$ cat src/rtl/tdm_pkg.sv
package tdm_pkg;

    localparam int BYTE_W     = 8;
    localparam int NUM_CH     = 32;
    localparam int CK_PER_BIT = 2;
    localparam int NUM_SLOT   = 4;
    localparam int CNT_PER_CH = BYTE_W * CK_PER_BIT;
    localparam int FRAME_CK   = NUM_CH * CNT_PER_CH;
    localparam int CNT_W      = $clog2(FRAME_CK);
    localparam int CH_W       = $clog2(NUM_CH);
    localparam int BIT_W      = $clog2(BYTE_W);
    localparam int SLOT_W     = $clog2(NUM_SLOT);
    localparam int HALF_CH    = NUM_CH / 2;

    localparam int PORT_DV    = 0;
    localparam int PORT_CD    = 1;

    // channel positions in single-port mode (order is behaviour)
    localparam int SGL_D_CH   = 0;
    localparam int SGL_C_CH   = 1;
    localparam int SGL_B1_CH  = 2;
    localparam int SGL_B2_CH  = 3;

    typedef enum logic [SLOT_W:0] {
        SL_B1   = 0,
        SL_B2   = 1,
        SL_C    = 2,
        SL_D    = 3,
        SL_NONE = 4
    } slot_e;

    typedef struct packed {
        logic single;
        logic c_first;
        logic rate_hi;
        logic out_dis;
    } mode_t;

    typedef logic [NUM_SLOT-1:0][BYTE_W-1:0] quad_t;

    function automatic logic [CH_W-1:0] ch_of(input logic [CNT_W-1:0] c);
        return CH_W'(int'(c) / CNT_PER_CH);
    endfunction

    function automatic logic [BIT_W-1:0] bit_of(input logic [CNT_W-1:0] c);
        return BIT_W'((BYTE_W - 1) - ((int'(c) / CK_PER_BIT) % BYTE_W));
    endfunction

    function automatic logic first_ck(input logic [CNT_W-1:0] c);
        return (int'(c) % CK_PER_BIT) == 0;
    endfunction

    function automatic logic last_ck(input logic [CNT_W-1:0] c);
        return (int'(c) % CK_PER_BIT) == (CK_PER_BIT - 1);
    endfunction

    function automatic slot_e slot_of(input int port, input logic [CH_W-1:0] ch, input mode_t m);
        slot_e s;
        int    c;
        s = SL_NONE;
        c = int'(ch);
        if (port == PORT_DV) begin
            if (m.single) begin
                if (c == SGL_D_CH)                    s = SL_D;
                else if (c == SGL_C_CH)               s = SL_C;
                else if (c == SGL_B1_CH)              s = SL_B1;
                else if (c == SGL_B2_CH && m.rate_hi) s = SL_B2;
            end else begin
                if (c == 0)                           s = SL_B1;
                else if (c == HALF_CH && m.rate_hi)   s = SL_B2;
            end
        end else if (!m.single) begin
            if (c == 0)            s = m.c_first ? SL_C : SL_D;
            else if (c == HALF_CH) s = m.c_first ? SL_D : SL_C;
        end
        return s;
    endfunction

    function automatic logic [CNT_W-1:0] end_cnt(input mode_t m);
        int last;
        last = m.single ? (m.rate_hi ? SGL_B2_CH : SGL_B1_CH) : 0;
        return CNT_W'((last + 1) * CNT_PER_CH - 1);
    endfunction

endpackage

$ cat src/rtl/tdm_timing.sv
module tdm_timing
    import tdm_pkg::*;
(
    input  logic             clk,
    input  logic             rst,
    input  logic             frame_n,
    input  mode_t            mode,
    output logic [CNT_W-1:0] cnt,
    output logic [CNT_W-1:0] nxt,
    output logic             synced,
    output logic             live_nxt,
    output logic             frame_edge,
    output logic             fpo_n
);

    assign frame_edge = !frame_n;
    assign nxt        = frame_edge ? '0 : CNT_W'(cnt + 1'b1);
    assign live_nxt   = synced | frame_edge;

    always_ff @(posedge clk) begin
        if (rst) begin
            cnt    <= '0;
            synced <= 1'b0;
            fpo_n  <= 1'b1;
        end else begin
            cnt    <= nxt;
            synced <= live_nxt;
            fpo_n  <= !(live_nxt && (nxt == end_cnt(mode)));
        end
    end

endmodule

$ cat src/rtl/tdm_lane.sv
module tdm_lane
    import tdm_pkg::*;
#(
    parameter int PORT_ID = PORT_DV
) (
    input  logic              clk,
    input  logic              rst,
    input  logic [CNT_W-1:0]  cnt,
    input  logic [CNT_W-1:0]  nxt,
    input  logic              synced,
    input  logic              live_nxt,
    input  mode_t             mode,
    input  quad_t             src,
    input  logic              ser_in,
    output logic              ser_out,
    output logic              oe,
    output logic              wr_en,
    output logic [SLOT_W-1:0] wr_slot,
    output logic [BIT_W-1:0]  wr_bit,
    output logic              wr_val
);

    logic [SLOT_W:0] slot_now;
    logic [SLOT_W:0] slot_nxt;
    logic            drive_nxt;
    logic            mid_cell;

    always_comb begin
        slot_now  = slot_of(PORT_ID, ch_of(cnt), mode);
        slot_nxt  = slot_of(PORT_ID, ch_of(nxt), mode);
        drive_nxt = live_nxt && (slot_nxt != SL_NONE) && !mode.out_dis;
    end

    // capture side: bit is taken at the end of the cell's last clock
    assign wr_en    = synced && last_ck(cnt) && (slot_now != SL_NONE);
    assign wr_slot  = slot_now[SLOT_W-1:0];
    assign wr_bit   = bit_of(cnt);
    assign wr_val   = ser_in;
    assign mid_cell = !first_ck(cnt);

    // launch side: registered from the lookahead count
    always_ff @(posedge clk) begin
        if (rst) begin
            oe      <= 1'b0;
            ser_out <= 1'b0;
        end else begin
            oe      <= drive_nxt;
            ser_out <= drive_nxt ? src[slot_nxt[SLOT_W-1:0]][bit_of(nxt)] : 1'b0;
        end
    end

    // outputs move only at the start of a bit cell
    assert_cell_stable_R1: assert property (@(posedge clk) disable iff (rst)
        (!$past(rst) && mid_cell) |-> ($stable(ser_out) && $stable(oe)));

endmodule

$ cat src/rtl/tdm_bank.sv
module tdm_bank
    import tdm_pkg::*;
#(
    parameter int N_LANE = 2
) (
    input  logic                           clk,
    input  logic                           rst,
    input  logic                           frame_edge,
    input  logic [N_LANE-1:0]              wr_en,
    input  logic [N_LANE-1:0][SLOT_W-1:0]  wr_slot,
    input  logic [N_LANE-1:0][BIT_W-1:0]   wr_bit,
    input  logic [N_LANE-1:0]              wr_val,
    input  quad_t                          dn,
    output quad_t                          up,
    output quad_t                          src
);

    quad_t cap;
    quad_t hold;

    always_ff @(posedge clk) begin
        if (rst) begin
            cap  <= '0;
            hold <= '0;
            up   <= '0;
        end else begin
            for (int l = 0; l < N_LANE; l++) begin
                if (wr_en[l]) cap[wr_slot[l]][wr_bit[l]] <= wr_val[l];
            end
            if (frame_edge) begin
                up   <= cap;
                hold <= dn;
            end
        end
    end

    // the frame's first bit leaves at the boundary edge itself
    assign src = frame_edge ? dn : hold;

    // line-side bytes only move at a frame boundary
    assert_up_steady_R8: assert property (@(posedge clk) disable iff (rst)
        (!$past(rst) && !$past(frame_edge)) |-> $stable(up));

endmodule

$ cat src/rtl/tdm_chan_port.sv
module tdm_chan_port
    import tdm_pkg::*;
(
    input  logic       clk,
    input  logic       rst,
    input  logic       frame_n,
    input  logic       single_port,
    input  logic       c_first,
    input  logic       rate_hi,
    input  logic       out_dis,
    input  logic       dv_in,
    input  logic       cd_in,
    output logic       dv_out,
    output logic       dv_oe,
    output logic       cd_out,
    output logic       cd_oe,
    output logic       fpo_n,
    input  logic [7:0] dn_b1,
    input  logic [7:0] dn_b2,
    input  logic [7:0] dn_c,
    input  logic [7:0] dn_d,
    output logic [7:0] up_b1,
    output logic [7:0] up_b2,
    output logic [7:0] up_c,
    output logic [7:0] up_d
);

    localparam int NUM_LANE = 2;

    mode_t            mode;
    logic [CNT_W-1:0] cnt;
    logic [CNT_W-1:0] nxt;
    logic             synced;
    logic             live_nxt;
    logic             frame_edge;
    quad_t            dn_q;
    quad_t            up_q;
    quad_t            src_q;

    logic [NUM_LANE-1:0]             ser_in;
    logic [NUM_LANE-1:0]             ser_out;
    logic [NUM_LANE-1:0]             oe;
    logic [NUM_LANE-1:0]             wr_en;
    logic [NUM_LANE-1:0][SLOT_W-1:0] wr_slot;
    logic [NUM_LANE-1:0][BIT_W-1:0]  wr_bit;
    logic [NUM_LANE-1:0]             wr_val;

    assign mode.single  = single_port;
    assign mode.c_first = c_first;
    assign mode.rate_hi = rate_hi;
    assign mode.out_dis = out_dis;

    assign dn_q[SL_B1] = dn_b1;
    assign dn_q[SL_B2] = dn_b2;
    assign dn_q[SL_C]  = dn_c;
    assign dn_q[SL_D]  = dn_d;
    assign up_b1 = up_q[SL_B1];
    assign up_b2 = up_q[SL_B2];
    assign up_c  = up_q[SL_C];
    assign up_d  = up_q[SL_D];

    assign ser_in[PORT_DV] = dv_in;
    assign ser_in[PORT_CD] = cd_in;
    assign dv_out = ser_out[PORT_DV];
    assign dv_oe  = oe[PORT_DV];
    assign cd_out = ser_out[PORT_CD];
    assign cd_oe  = oe[PORT_CD];

    tdm_timing u_timing (
        .clk        (clk),
        .rst        (rst),
        .frame_n    (frame_n),
        .mode       (mode),
        .cnt        (cnt),
        .nxt        (nxt),
        .synced     (synced),
        .live_nxt   (live_nxt),
        .frame_edge (frame_edge),
        .fpo_n      (fpo_n)
    );

    for (genvar g = 0; g < NUM_LANE; g++) begin : g_lane
        tdm_lane #(.PORT_ID(g)) u_lane (
            .clk      (clk),
            .rst      (rst),
            .cnt      (cnt),
            .nxt      (nxt),
            .synced   (synced),
            .live_nxt (live_nxt),
            .mode     (mode),
            .src      (src_q),
            .ser_in   (ser_in[g]),
            .ser_out  (ser_out[g]),
            .oe       (oe[g]),
            .wr_en    (wr_en[g]),
            .wr_slot  (wr_slot[g]),
            .wr_bit   (wr_bit[g]),
            .wr_val   (wr_val[g])
        );
    end

    tdm_bank #(.N_LANE(NUM_LANE)) u_bank (
        .clk        (clk),
        .rst        (rst),
        .frame_edge (frame_edge),
        .wr_en      (wr_en),
        .wr_slot    (wr_slot),
        .wr_bit     (wr_bit),
        .wr_val     (wr_val),
        .dn         (dn_q),
        .up         (up_q),
        .src        (src_q)
    );

    // control/data lane is silent in single-port mode
    assert_cd_idle_single_R4: assert property (@(posedge clk) disable iff (rst)
        $past(single_port) |-> !cd_oe);

    // output disable releases both lanes
    assert_quiet_disabled_R6: assert property (@(posedge clk) disable iff (rst)
        $past(out_dis) |-> (!dv_oe && !cd_oe));

    // chain pulse is one clock wide
    assert_fpo_width_R7: assert property (@(posedge clk) disable iff (rst)
        !fpo_n |=> fpo_n);

endmodule

$ cat config.mk
export PLATFORM = sky130hd
export DESIGN_NAME = tdm_chan_port
export DESIGN_NICKNAME = d
export VERILOG_FILES = /design/src/rtl/tdm_pkg.sv /design/src/rtl/tdm_timing.sv /design/src/rtl/tdm_lane.sv /design/src/rtl/tdm_bank.sv /design/src/rtl/tdm_chan_port.sv
export SDC_FILE = /design/constraint.sdc
export NUM_CORES = 1
export LEC_CHECK = 0
export ABC_AREA = 1
export ABC_CLOCK_PERIOD_IN_PS = 2900
export BUFFER_PORTS_ARGS = -buffer_cell sky130_fd_sc_hd__buf_2
export CAP_MARGIN = 20
export CORE_ASPECT_RATIO = 0.7
export CORE_UTILIZATION = 33
export CTS_CLUSTER_SIZE = 12
export DETAILED_ROUTE_END_ITERATION = 10
export SETUP_SLACK_MARGIN = 0.5
export SLEW_MARGIN = 20
export SYNTH_ARGS = -nofsm -noshare
export SYNTH_HDL_FRONTEND = slang
export SYNTH_SLANG_ARGS = --single-unit
export TNS_END_PERCENT = 1
$ cat constraint.sdc
create_clock -name clk -period 2.9 [get_ports clk]
set_input_delay 0.58 -clock clk [delete_from_list [all_inputs] [get_ports clk]]
set_output_delay 0.58 -clock clk [all_outputs]
set_load 0.03 [all_outputs]
==> flow_summary.toml, run 1 <==
[logic_synthesis]
synth-edff-count = 0
yosys.area.top_type = "dfxtp_1"
synth.top_cell.area_share = 0.410
synth.cells.most_frequent = "149 x nor2_1, 111 x dfxtp_1, 108 x nand2_1"
ys_warn_count = 0
syn-cell-area_sq_mm = 0.00542
synthTopCellsByArea = "dfxtp_1 41%, nor2_1 10%, nand2_1 7.5%"
ys_async_sr_fraction = 0
avgSynthCellArea_sq_um = 7.29
yosysSeqAreaShare = 0.410
synth.distinct_cells = 40
synth_cells = 744
ys_ff_latch = 111
yosysMostFrequentCell = "nor2_1"
synth_top_flop_cell = "dfxtp_1"
syn_nets = 787

[die]
initial_core_util = 0.344
ios = 78
rows = 38
dieArea_sq_mm = 0.0170
fp.dieH_microns = 109
die_w_microns = 155
coreArea_sq_mm = 0.0158

[routing]
first_iter_violations = 480
wl_per_cell_microns = 14.8
drtAntennaViolNets = 0
viasPerCell = 4.96
drc_errors = 0
wirelength_mm = 15.6
num_vias = 5209
dr.pass1.iters = 5

[timing]
final_max_slew_viol_count = 0
setup-tns-final_ns = 0
hold_ws_ns = 0.461
finalHoldViolations = 0
rsz0062_at_grt = "true"
setup_viol = 0
setup_ws_ns = 0.593
fin_crit_sh = 0.796
relSlewSlack = 0.577
clock.fmax_mhz = 433
clock_skew_ns = 0.0104
worstMarginPinSlew_ns = 0.634
period_minus_slack_ns = 2.31

[critical_path]
cp-startpoint = "u_timing.cnt[1]"
worstPathCellList = "ha_1 -> nand2_2 -> nor2_2 -> nor2_1 -> nand2_2 -> nand3_1 -> nor2_4 -> nand2_1 -> nand2_4 -> nand2_8 -> inv_1 -> nand2_1 -> nand3_1 -> nand2_1 -> nor2_1 -> nor2_1 -> nor2_1 -> nor2_1"
reg2reg_to = "g_lane[1].u_lane.ser_out"
criticalPathCategory = "flop to flop"
cp_slowest_cell = "dfxtp_4"
worstSetupStartpointType = "flop"
crit_arrival_ns = 2.55
cp_common_cell = "nor2_1"
rr_worst_depth = 18
critPathMaxFanout = 17
ff2ff_setup_slack_ns = 0.59
end_kind = "flop"
worstReg2RegStart = "u_timing.cnt[1]"
cp.required_ns = 3.15
max_stage_delay_ns = 0.38

[worst_hold_path]
hold_path_depth = 1
min_from = "u_timing.cnt[0]"
hold_class = "flop to flop"
hold_end = "u_timing.cnt[0]"

[clock_tree]
cts_buffer_depth = 2
htreeDepth = 3
clock_latency_ns = 0.35
tritoncts = "built"
clk_pin_slew_ns = 0.07
cts-root-buf = "clkbuf_16"
clkSinkCount = 111
numCtsBuffers = 9

[layout]
fin_util = 0.414
drive_gt1_frac = 0.199
area_growth_pct = 20.4
fin_area_sq_mm = 0.00653
diodes = 0
stdcell_count = 1050
fillerInstances = 1662
final_nets = 868

[placed_design]
pre_cts_ws_ns = 0.388
gp_congestion = 0.939
placed_cell_area_sq_mm = 0.00608
dp.cells = 1027
io_buffers = 77
dp_hpwl_mm = 11.4

[status]
status = "finished clean"

[power]
pwr-share-seq = 0.481
pwr-share-comb = 0.133
vdd_drop_max_mv = 0.232
power.density_mw_per_mm2 = 507
total_power_mw = 3.31
sw_frac_of_total = 0.274
internal_power_mw = 2.40
power_frac_clock = 0.386
p_leak_nw = 3.01
power.switching_uw = 907

[global_route]
grt_max_degree = 39
grt_pass1_vias = 4341
grt_antenna_before_repair = 0
grt_use_total = 0.186
grt_pass1_wl_mm = 24.4
grt.overflow.total = 0

[run]
cap_violations = 0
-- cells by family after synthesis --
group           after synthesis  synth area share
xor+xnor                      4           0.00646
buf+inv                      97            0.0771
compound gates              120             0.138
mux                          32            0.0591
flops                       111             0.410
fa+ha+maj                     2           0.00461
simple gates                378             0.305
-- worst max-delay path, delay by kind of cell (launching register included) --
kind	cells	cell delay (ns)
buffers and inverters	1	0.09
DFF	1	0.38
and+or+nand+nor	16	1.52
adders and majority gates	1	0.19
-- metal layers --
layer | track usage | vias up | part of all wire
li1 | - | 2665 | -
met1 | 0.316 | 2367 | 0.57
met2 | 0.223 | 169 | 0.35
met3 | 0.0306 | 8 | 0.066
met4 | 0.0455 | 0 | 0.0066
met5 | 0 | - | 0
-- cells in the final DEF (no fill, tap or decap), drive strengths merged --
cell type / n
a21oi: 29
clkinv: 6
xor2: 4
inv: 57
buf: 107
a211oi: 1
clkinvlp: 2
nor4: 2
mux2i: 32
nor3: 19
clkbuf: 10
o211ai: 5
o311ai: 5
a221oi: 3
o22ai: 2
nand3: 83
o21ai: 47
nor2: 154
dfxtp: 111
a311oi: 15
o31ai: 3
nand4: 1
bufinv: 1
ha: 2
a21boi: 5
a22oi: 2
nand2: 119
a31oi: 3
-- how the worst max path moves through the flow --
stage / cells after the start / endpoint
5_1_grt: 16 / g_lane[0].u_lane.ser_out
3_3_place_gp: 10 / g_lane[1].u_lane.ser_out
2_1_floorplan: 17 / g_lane[0].u_lane.ser_out
3_5_place_dp: 10 / g_lane[1].u_lane.ser_out
6_report: 18 / g_lane[1].u_lane.ser_out
4_1_cts: 18 / g_lane[1].u_lane.ser_out
-- power by group through the flow --
stage	Combinational, mW	Sequential [mW]	Clock [mW]
after detailed placement	0.427	1.63	0
after global placement	0.428	1.63	0
after floorplan	0.246	1.68	0
final	0.440	1.59	1.28
after global routing	0.486	1.60	1.38
after CTS	0.430	1.60	1.32
-- state kept, by name (all words and copies together), names as in the netlist --
signal and count:
g_lane.u_lane.oe 2, g_lane.u_lane.ser_out 2, u_bank.cap 32, u_bank.hold 32
u_bank.up 32, u_timing.cnt 9, u_timing.fpo_n 1, u_timing.synced 1
-- repair_timing --
item	CTS	global route
hold buffers	0	0
gates cloned	0	0
endpoints found under the setup margin	2	16
pin swaps	1	3
gates resized for setup	5	20
setup buffers	2	5
-- final cells by class --
class | instances | area, sq um | area share
Sequential cell | 111 | 2240 | 0.343
Tap cell | 220 | 275 | 0.0422
Clock buffer | 10 | 229 | 0.0351
Multi-Input combinational cell | 536 | 2840 | 0.435
Inverter | 60 | 230 | 0.0353
Timing Repair Buffer | 107 | 636 | 0.0974
Clock inverter | 6 | 77.6 | 0.0119
No activity file was read; power rests on OpenSTA's default activity.
==> run 2: changes to the inputs <==
--- a/config.mk
+++ b/config.mk
@@ -6,7 +6,7 @@
 export NUM_CORES = 1
 export LEC_CHECK = 0
 export ABC_AREA = 1
-export ABC_CLOCK_PERIOD_IN_PS = 2900
+export ABC_CLOCK_PERIOD_IN_PS = 2300
 export BUFFER_PORTS_ARGS = -buffer_cell sky130_fd_sc_hd__buf_2
 export CAP_MARGIN = 20
 export CORE_ASPECT_RATIO = 0.7
==> constraint.sdc (replaced) <==
create_clock -name clk -period 2.3 [get_ports clk]
set_input_delay 0.46 -clock clk [delete_from_list [all_inputs] [get_ports clk]]
set_output_delay 0.46 -clock clk [all_outputs]
set_load 0.03 [all_outputs]
==> run 2 against run 1 <==
Power increased by 26%. Sequential cell count unchanged. Cell count increased by 3.7%. Die area unchanged. Combinational power increased by 43%. Critical path type unchanged. First-iteration DRC count decreased by 14%. Utilization increased by 3.8 points. Sequential power increased by 26%. Setup slack got worse by 0.47 ns.
==> flow_summary.toml, run 2 (same netlist as run 1, synthesis figures left out) <==
[routing]
wirelength_mm = 16.3
drc_errors = 0
first_iter_violations = 413
wl_per_cell_microns = 15.0
dr.pass1.iters = 5
drtAntennaViolNets = 0
num_vias = 5465
viasPerCell = 5.02

[clock_tree]
clock_latency_ns = 0.37
tritoncts = "built"
htreeDepth = 3
cts-root-buf = "clkbuf_16"
numCtsBuffers = 9
clk_pin_slew_ns = 0.08
cts_buffer_depth = 2
clkSinkCount = 111

[critical_path]
ff2ff_setup_slack_ns = 0.12
criticalPathCategory = "flop to flop"
crit_arrival_ns = 2.44
rr_worst_depth = 17
worstPathCellList = "ha_4 -> nand2_8 -> inv_1 -> a21oi_2 -> nand2_2 -> nand2_4 -> nor2_4 -> nand2_2 -> nand2_4 -> buf_6 -> nand3_2 -> nand3_2 -> nand3_2 -> nand3_2 -> nand2_1 -> nor2_1 -> nor2_1"
worstSetupStartpointType = "flop"
critPathMaxFanout = 6
end_kind = "flop"
max_stage_delay_ns = 0.38
cp_slowest_cell = "dfxtp_4"
cp.required_ns = 2.56
worstReg2RegStart = "u_timing.cnt[0]"
reg2reg_to = "g_lane[1].u_lane.ser_out"
cp_common_cell = "nand3_2"

[timing]
hold_ws_ns = 0.358
relSlewSlack = 0.652
fin_crit_sh = 0.947
worstMarginPinSlew_ns = 0.520
clock_skew_ns = 0.0132
final_max_slew_viol_count = 0
setup_viol = 0
finalHoldViolations = 0
period_minus_slack_ns = 2.18
rsz0062_at_grt = "true"
clock.fmax_mhz = 459

[global_route]
grt.overflow.total = 0
grt_use_total = 0.194
grt_pass1_vias = 4758
grt_pass1_wl_mm = 25.5
grt_max_degree = 36
grt_antenna_before_repair = 1

[worst_hold_path]
hold_path_depth = 3
min_from = "dn_b2[3]"
hold_class = "primary input to flop"
hold_end = "u_bank.hold[11]"

[layout]
fillerInstances = 1622
area_growth_pct = 31.5
top_regs = "u_bank.cap: 32 flops, u_bank.hold: 32 flops, u_bank.up: 32 flops"
diodes = 0
multiInputGateArea_sq_mm = 0.00315
drive_gt1_frac = 0.289
final_nets = 907
stdcell_count = 1089
register_area_sq_mm = 0.00224
most-common-layout-cells = "142 x nor2_1, 105 x dfxtp_1, 103 x nand2_1"
final_common_cell = "nor2_1"
fin_area_sq_mm = 0.00713

[power]
p_leak_nw = 3.29
power.density_mw_per_mm2 = 583
vdd_drop_max_mv = 0.309

[die]
coreArea_sq_mm = 0.0158
ios = 78
fp.dieH_microns = 109
dieArea_sq_mm = 0.0170
die_w_microns = 155
initial_core_util = 0.344
rows = 38

[placed_design]
io_buffers = 77
gp_congestion = 0.934
dp.cells = 1055
dp_hpwl_mm = 11.4
placed_cell_area_sq_mm = 0.00632

[status]
status = "finished clean"

[run]
cap_violations = 0
[run 2: how the worst max path moves through the flow]
stage | end | slack [ns] | startpoint | cells after the start
after floorplan | g_lane[0].u_lane.ser_out | 0.29 | u_timing.cnt[1] | 18
after global placement | g_lane[0].u_lane.ser_out | -0.02 | frame_n | 10
after detailed placement | g_lane[1].u_lane.ser_out | -0.01 | frame_n | 15
after CTS | g_lane[0].u_lane.ser_out | 0.19 | u_timing.cnt[1] | 18
after global routing | g_lane[1].u_lane.ser_out | -0.01 | u_timing.cnt[0] | 17
final | g_lane[1].u_lane.ser_out | 0.12 | u_timing.cnt[0] | 17
[run 2: metrics by stage]
stage               worst slack [ns]  utilization  total power, mW  TNS (ns)
detailed placement           -0.0105        0.400             2.62   -0.0105
finish                         0.123        0.452             4.16         0
global placement             -0.0158        0.400             2.62   -0.0158
CTS                            0.189        0.435             4.18         0
floorplan                      0.286            -             2.43         0
global route                 -0.0137        0.452             4.35   -0.0255
[run 2: routing by layer]
metal	share of wire	vias up	track usage
li1	-	2739	-
met1	0.54	2526	0.305
met2	0.37	182	0.251
met3	0.073	16	0.0493
met4	0.012	2	0.0560
met5	0.00080	-	0
[run 2: power by group]
part           total [mW]  switching [mW]  internal (mW)
Combinational       0.628           0.404          0.224
Clock                1.52           0.777          0.748
Sequential           2.01          0.0246           1.98
[run 2: final cells by class]
cell class / count / share of cell area
multi-input combinational: 539 / 0.441
sequential: 111 / 0.314
timing repair buffer: 143 / 0.133
tap: 220 / 0.0386
inverter: 60 / 0.0339
clock buffer: 9 / 0.0316
clock inverter: 7 / 0.00772
[run 2: timing repair]
action,4_1_cts,5_1_grt
cloned,3,2
pin swaps,27,34
resized for setup,48,44
buffers inserted,7,6
setup endpoints to repair,30,37
hold buffers,0,0
[run 2: critical path: cells and delay by family (launching register included)]
kind,cells,cell delay [ns]
flip-flops,1,0.38
adder cells (fa/ha/maj),1,0.18
AO/OA/AOI/OAI,1,0.07
buffers and inverters,2,0.26
AND/OR/NAND/NOR,13,1.18
==> run 3: changes to the inputs <==
--- a/config.mk
+++ b/config.mk
@@ -5,7 +5,6 @@
 export SDC_FILE = /design/constraint.sdc
 export NUM_CORES = 1
 export LEC_CHECK = 0
-export ABC_AREA = 1
 export ABC_CLOCK_PERIOD_IN_PS = 2300
 export BUFFER_PORTS_ARGS = -buffer_cell sky130_fd_sc_hd__buf_2
 export CAP_MARGIN = 20
==> run 3 against run 2 <==
The flow now finishes with violations (DRC, setup timing). Largest power group unchanged. Via count decreased by 15%. Clock power increased by 5%. Non-clock buffer count rose by 6. Clock skew fell by 0.0046 ns. Critical path type unchanged. Fmax shrank 14%. Cell count fell by 18%.
==> flow_summary.toml, run 3 <==
[logic_synthesis]
synthXorXnorAreaFrac = 0.0252
synth_cells = 571
synth.distinct_cells = 69
synthTopCellsByArea = "dfxtp_1 42%, mux2i_1 16%, nor2_1 7.4%"
yosysSeqAreaShare = 0.423
syn_nets = 614
syn-cell-area_sq_mm = 0.00526
synth.cells.most_frequent = "111 x dfxtp_1, 104 x nor2_1, 85 x mux2i_1"
avgSynthCellArea_sq_um = 9.20
synth.mux.area_fraction = 0.192
yosys.area_share.simple = 0.192
ys_async_sr_fraction = 0
synth-edff-count = 0
synth_compound_area_frac = 0.118
synth.top_cell.area_share = 0.423
yosys.area.top_type = "dfxtp_1"
synth_top_flop_cell = "dfxtp_1"
ys_ff_latch = 111
synthAdderAreaFrac = 0.00476
yosysMostFrequentCell = "dfxtp_1"
synth_top_family_by_area = "multiplexers"
ys_warn_count = 0

[global_route]
grt_max_degree = 103
grt.overflow.total = 0
grt_pass1_vias = 4546
grt_use_total = 0.178
grt_antenna_before_repair = 0
grt_pass1_wl_mm = 23.0

[layout]
drive_gt1_frac = 0.381
top_regs = "u_bank.cap: 32 flops, u_bank.hold: 32 flops, u_bank.up: 32 flops"
area_growth_pct = 34.2
final_nets = 737
register_area_sq_mm = 0.00224
fin_util = 0.453
multiInputGateArea_sq_mm = 0.00320
most-common-layout-cells = "103 x dfxtp_1, 97 x nor2_1, 85 x mux2i_1"
final_common_cell = "dfxtp_1"
diodes = 0
fillerInstances = 1465

[die]
initial_core_util = 0.338
die_w_microns = 153
dieArea_sq_mm = 0.0164
ios = 78
coreArea_sq_mm = 0.0155
fp.dieH_microns = 108
rows = 38

[timing]
clock_skew_ns = 0.00854
period_minus_slack_ns = 2.52
fin_crit_sh = 1.10
worstMarginPinSlew_ns = 0.730
rsz0062_at_grt = "true"
finalHoldViolations = 0
setup_ws_ns = -0.224
clock.fmax_mhz = 396
final_max_slew_viol_count = 0
setup-tns-final_ns = -0.427
setup_viol = 2
hold_ws_ns = 0.336
relSlewSlack = 0.512

[critical_path]
worstSetupStartpointType = "flop"
criticalPathCategory = "flop to flop"
end_kind = "flop"
cp-startpoint = "u_timing.cnt[0]"
cp.required_ns = 2.59
critPathMaxFanout = 5
crit_arrival_ns = 2.81
worstReg2RegStart = "u_timing.cnt[0]"

[power]
sw_frac_of_total = 0.245
vdd_drop_max_mv = 0.348
internal_power_mw = 3.03
power.density_mw_per_mm2 = 569
pwr-share-seq = 0.496
total_power_mw = 4.01
p_leak_nw = 2.98
pwr-share-comb = 0.109
power_frac_clock = 0.395
power.switching_uw = 985

[worst_hold_path]
min_from = "dn_c[3]"
hold_class = "primary input to flop"

[clock_tree]
clkSinkCount = 111
cts-root-buf = "clkbuf_16"
numCtsBuffers = 9
clock_latency_ns = 0.35
tritoncts = "built"
cts_buffer_depth = 2
clk_pin_slew_ns = 0.07
htreeDepth = 3

[routing]
num_vias = 4635
viasPerCell = 5.16
wl_per_cell_microns = 15.6
drc_errors = 3
wirelength_mm = 14.0
drtAntennaViolNets = 0
dr.pass1.iters = 7
first_iter_violations = 332

[placed_design]
gp_congestion = 0.901
io_buffers = 77
dp_hpwl_mm = 10.1

[status]
violations = "DRC, setup timing"
status = "complete, but fails checks"

[run]
cap_violations = 0
run 3: cell types whose count changed after synthesis, moves of 11 or more:
cell / before / now
nand3_1: 78 / 17
mux2i_1: 32 / 85
nor2_1: 149 / 104
o21ai_0: 44 / 5
a311oi_1: 15 / 0
a211oi_1: 1 / 16
nor3_1: 19 / 8
nand2_1: 108 / 45
inv_1: 52 / 8
run 3: timing repair:
| action | in CTS | in global routing |
|---|---|---|
| hold endpoints to repair | 0 | 0 |
| setup buffers | 4 | 1 |
| cloned | 0 | 0 |
| gates resized for setup | 95 | 15 |
| hold buffers | 0 | 0 |
| pin swaps | 77 | 17 |
| endpoints found under the setup margin | 37 | 37 |
run 3: path summary, 6_finish.rpt:
kind	to	slack (ns)	depth (start not counted)
worst min register to register	u_bank.cap[7]	0.46	2
worst max-delay path	g_lane[1].u_lane.ser_out	-0.22	14
worst min-delay path	u_bank.hold[19]	0.34	3
worst max register to register	g_lane[1].u_lane.ser_out	-0.22	14
run 3: power groups by stage:
stage	Clock, mW	Sequential [mW]	Combinational, mW
finish	1.59	1.99	0.438
global route	1.71	1.99	0.474
CTS	1.63	1.99	0.427
detailed placement	0	2.04	0.389
global placement	0	2.04	0.380
floorplan	0	2.03	0.252
run 3: routing by layer:
metal	part of all wire	GRT usage
met5	0	0
met4	0.0099	0.0570
met2	0.44	0.275
met1	0.50	0.243
met3	0.050	0.0415
run 3: critical path, cell delays in order, from the launching register on:
cell      delay (ns)
dfxtp_4         0.38
ha_4            0.16
nand3_4         0.08
buf_6           0.13
nor4b_4         0.26
buf_4           0.17
or2_4           0.14
xnor2_4         0.08
buf_12          0.14
buf_12          0.12
mux2i_1         0.10
a211o_1         0.29
nand4_1         0.12
o311ai_2        0.12
a21boi_1        0.14
run 3: area by class of cell:
cell class	count	area share
Inverter	8	0.00426
Timing Repair Buffer	149	0.147
Sequential cell	111	0.317
Clock inverter	5	0.00816
Clock buffer	10	0.0339
Tap cell	200	0.0355
Multi-Input combinational cell	415	0.454
run 3: metrics by stage:
stage	worst slack (ns)	cell area, sq um	cells
floorplan	-0.270	5280	571
global placement	-0.476	6230	878
detailed placement	-0.499	6230	878
CTS	-0.206	6970	897
global route	-0.335	7050	898
finish	-0.224	7050	898
run 3: kinds of logic (layout without fill, tap and decap cells):
group | Yosys count | count (layout)
adder cells (fa/ha/maj) | 2 | 2
AO/OA/AOI/OAI | 93 | 93
flip-flops | 111 | 111
AND/OR/NAND/NOR | 212 | 212
XOR/XNOR | 13 | 13
buffers and inverters | 45 | 172
multiplexers | 95 | 95
